File: src/rtl/scl_timer.sv
module scl_timer #(
  parameter int DIV_W   = 8,
  parameter int EXP_W   = 3,
  parameter int EXP_MAX = 4,
  localparam int CFG_W  = 2*DIV_W + EXP_W,
  localparam int CNT_W  = $clog2(((2**DIV_W) - 1) * (2**EXP_MAX) + 4)
) (
  input  logic             clk,
  input  logic             rst_n,
  input  logic             enable,
  input  logic [CFG_W-1:0] cfg_word,
  input  logic             scl_in,
  output logic             scl_out,
  output logic             low_end,
  output logic             high_end
);

  typedef enum logic [1:0] {IDLE, LOW, HIGH} phase_t;

  phase_t           st;
  logic [CNT_W-1:0] cnt;

  wire [DIV_W-1:0] lo_div = cfg_word[DIV_W-1:0];
  wire [DIV_W-1:0] hi_div = cfg_word[2*DIV_W-1:DIV_W];
  wire [EXP_W-1:0] expo   = cfg_word[CFG_W-1:2*DIV_W];
  wire             at_end = (cnt == '0);

  function automatic logic [CNT_W-1:0] last_idx(input logic [DIV_W-1:0] d,
                                                 input logic [EXP_W-1:0] e);
    int sh;
    sh = (int'(e) > EXP_MAX) ? EXP_MAX : int'(e);
    return (CNT_W'(d) << sh) + CNT_W'(2);
  endfunction

  assign scl_out  = (st != LOW);
  assign low_end  = (st == LOW)  && at_end;
  assign high_end = (st == HIGH) && at_end && scl_in;

  always_ff @(posedge clk) begin
    if (!rst_n || !enable) begin
      st  <= IDLE;
      cnt <= '0;
    end else begin
      case (st)
        IDLE: begin
          st  <= LOW;
          cnt <= last_idx(lo_div, expo);
        end
        LOW: begin
          if (at_end) begin
            st  <= HIGH;
            cnt <= last_idx(hi_div, expo);
          end else begin
            cnt <= cnt - 1'b1;
          end
        end
        HIGH: begin
          if (scl_in) begin
            if (at_end) begin
              st  <= LOW;
              cnt <= last_idx(lo_div, expo);
            end else begin
              cnt <= cnt - 1'b1;
            end
          end
        end
        default: begin
          st  <= IDLE;
          cnt <= '0;
        end
      endcase
    end
  end

  AST_IDLE_RELEASED: assert property (@(posedge clk) disable iff (!rst_n)
    !$past(enable) |-> (scl_out && !low_end && !high_end));
  AST_LOW_MIN_LEN: assert property (@(posedge clk) disable iff (!rst_n)
    ($fell(scl_out) && enable) |=> !scl_out);
  AST_LOW_END_RISE: assert property (@(posedge clk) disable iff (!rst_n)
    (low_end && enable) |=> (scl_out && !low_end));
  AST_HIGH_END_FALL: assert property (@(posedge clk) disable iff (!rst_n)
    (high_end && enable) |=> (!scl_out && !high_end));
  AST_STRETCH_HOLD: assert property (@(posedge clk) disable iff (!rst_n)
    (scl_out && !scl_in) |-> !high_end);

endmodule

File: config.mk
export PLATFORM = sky130hd
export DESIGN_NAME = scl_timer
export DESIGN_NICKNAME = d
export VERILOG_FILES = /design/src/rtl/scl_timer.sv
export SDC_FILE = /design/constraint.sdc
export NUM_CORES = 1
export LEC_CHECK = 0
export ABC_AREA = 1
export BUFFER_PORTS_ARGS = -buffer_cell sky130_fd_sc_hd__buf_2
export CAP_MARGIN = 15
export CORE_MARGIN = 10
export CORE_UTILIZATION = 59
export CTS_CLUSTER_DIAMETER = 50
export CTS_CLUSTER_SIZE = 10
export DETAILED_ROUTE_END_ITERATION = 8
export PLACE_DENSITY = 0.85
export SKIP_CTS_REPAIR_TIMING = 1
export SLEW_MARGIN = 40
export SYNTH_ARGS = -nofsm -noshare
export SYNTH_HDL_FRONTEND = slang
export SYNTH_SLANG_ARGS = --single-unit
export TNS_END_PERCENT = 20
File: constraint.sdc
create_clock -name clk -period 2.9 [get_ports clk]
set_input_delay 0.435 -clock clk [delete_from_list [all_inputs] [get_ports clk]]
set_output_delay 0.435 -clock clk [all_outputs]
set_load 0.005 [all_outputs]
==> metrics <==
status=finished clean; # fillers=332; initial detailed-routing violation count=376; Post-Syn Area per Cell=5.33 µm²; Slew headroom=68.1%; asr flop ratio synth=0%; Core Util, Final=68.2%; f_max=0.412 GHz; Overall Global Routing Usage=20.8%; largest net degree at the start of global routing=19; dpl ws=0.213 ns; Boundary Pins=26; WP data required=3.07 ns; Max Cap Viol=0; RSZ-0062 raised after global routing=false; clock-pin slew on the worst setup and hold paths=0.09 ns; Lkg Pwr=1.17 nW; latest clock arrival within the worst-skew pair=0.30 ns; P per Cell Area=377 mW/mm²; Synth Flop Type=dfxtp_1; total CTS buffers=3; final wirelength=6500 µm; Hold Crit Class=in -> reg; top-count cell post-synth=nand2_1; Fin. Hold Viols=0; Slew Viols, Final=0; VDD IR-drop max=268 µV; Worst Skew=0.00675 ns; DIE HEIGHT=80.3 µm; placed cells=467; startpoint types=input pin; leading area contributor after synthesis=nand2_1; initial antenna violation count=0; H-tree levels=1; Starting Density=62.8%; crit-path leading delay family=simple AND/OR/NAND/NOR gates; Core Box Area=0.00342 mm²; gpl congestion=0.987; vias in the first global route=2,527; CTS tree=done; router iterations before antenna repair=6; dpl cell area=0.00229 mm²; finished layout cell area=0.00233 mm²; number of flops mapped to enable cells by yosys=0; Commonest cells post-synth=128 x nand2_1, 62 x nand3_1, 43 x inv_1; CP bufs+invs=2; wire per inst=13.8 µm; clk sink count=14; CTS Buffer Depth=2; final setup margin=0.472 ns; multi-input logic area=0.00162 mm²; n_diodes=0; Port Buffer Count=25; worst-path cell chain=buf_2, inv_4, nand2_2, nand2_1, nand3_1, nand2_1, nor2_1, ha_1, nand2_1, nor2_2, nand2_1, nor2_1, nand2_1, nand3_1, nand3_1, nand2_1, a21oi_1; Reg area=280 µm²; CP Capture Type=flop; Mapped Cells=402; Yosys cell types=35; area of the die=0.00645 mm²; vias=2,767; Row Count=21; Worst path slowest cell=buf_2; area grow syn2layout=8.58%; period utilization=83.7%; layout cells sized above 1=15.1%; chip width=80.3 µm; Final ANT Viol Nets=0; Post-Syn Area=0.00214 mm²; top cells by area, synth=nand2_1 22%, nand3_1 14%, dfxtp_1 13%, inv_1 7.5%, nor2_1 6.7%; synth warn=0; residual DRC count=0; global-route wire length before repair=11,300 µm; remaining global-route overflow=0; nets=453; Avg Vias per Cell=5.87; Worst Path Max Fanout=16; Root Driver=clkbuf_4; Detail Placement HPWL=5200 µm; cell mode on critical path=nand2_1; Synth top area share=22.4%; TNS Setup=0 ns; Worst-Margin Slew=0.477 ns; CP max stage delay=0.35 ns; Yosys reg bits=14; sequential share of the synthesized area=13.1%; critical path type=in -> reg; Synthesized Nets=429; final non-filler cell total=471; CP arrival=2.60 ns; Min Clock Period, post-route=2.43 ns; Final Setup Violations=0
-- placed cells by master, fill, tap and decap left out, types with 9 or more instances in the layout --
| cell | synthesis | final |
|---|---|---|
| a21oi_1 | 17 | 17 |
| buf_2 | 4 | 25 |
| dfxtp_1 | 14 | 14 |
| inv_1 | 43 | 43 |
| nand2_1 | 128 | 128 |
| nand3_1 | 62 | 62 |
| nand4_1 | 9 | 9 |
| nor2_1 | 38 | 38 |
| nor2_2 | 11 | 11 |
| o21ai_1 | 12 | 12 |
-- cell type report --
type	count	share of cell area, %
Clock buffer	4	1.56
Inverter	48	7.85
Multi-Input combinational cell	330	69.4
Sequential cell	14	12.0
Tap cell	46	2.47
Timing Repair Buffer	29	6.66
-- worst reg2reg max path: stages (launching register included) --
cell and delay, ns:
dfxtp_1 0.34, inv_1 0.10, ha_1 0.20, and3_1 0.18, nand4_2 0.22, o21ai_1 0.45, nand2_1 0.09, o211ai_1 0.25
nand2_1 0.09, a21oi_1 0.14
-- routing by layer --
layer	share of wire [%]	vias to the layer above	GRT usage, %
met3	10	19	4.34
li1	-	1364	-
met2	45	152	33.1
met4	1.9	0	4.93
met1	43	1232	27.7
met5	0	-	0
-- final timing paths --
path | slack (ns) | end | startpoint | cells past startpoint
hold reg to reg | 0.47 | cnt[10]$_SDFFE_PP0P_ | cnt[10]$_SDFFE_PP0P_ | 2
setup reg to reg | 0.75 | cnt[3]$_SDFFE_PP0P_ | cnt[0]$_SDFFE_PP0P_ | 9
hold / removal | 0.39 | st[0]$_SDFFE_PP0P_ | rst_n | 3
setup / recovery | 0.47 | cnt[9]$_SDFFE_PP0P_ | cfg_word[18] | 17
-- where the power goes --
part / leakage (nW) / internal (mW) / switching, mW
Sequential: 0.115 / 0.209 / 0.0201
Clock: 0.0210 / 0.0768 / 0.0748
Combinational: 1.03 / 0.167 / 0.329
Total: 1.17 / 0.453 / 0.424
-- stage by stage --
stage	power, mW	hold WS [ns]
3_5_place_dp	0.713	0.463
4_1_cts	0.863	0.396
3_3_place_gp	0.708	0.453
5_1_grt	0.948	0.434
6_report	0.878	0.392
2_1_floorplan	0.599	0.445
-- registers in the layout, indices dropped and copies added (netlist names) --
register,count
cnt,12
st,2
-- cells by family (layout without fill, tap and decap cells) --
logic type               after synthesis  count (layout)  share of synthesized area [%]
AND/OR/NAND/NOR                      274             274                           58.9
buffers and inverters                 58              81                           11.6
AO/OA/AOI/OAI                         47              47                           12.1
flip-flops                            14              14                           13.1
XOR/XNOR                               5               5                           2.04
adder cells (fa/ha/maj)                4               4                           2.33
No activity file was read; power rests on OpenSTA's default activity.
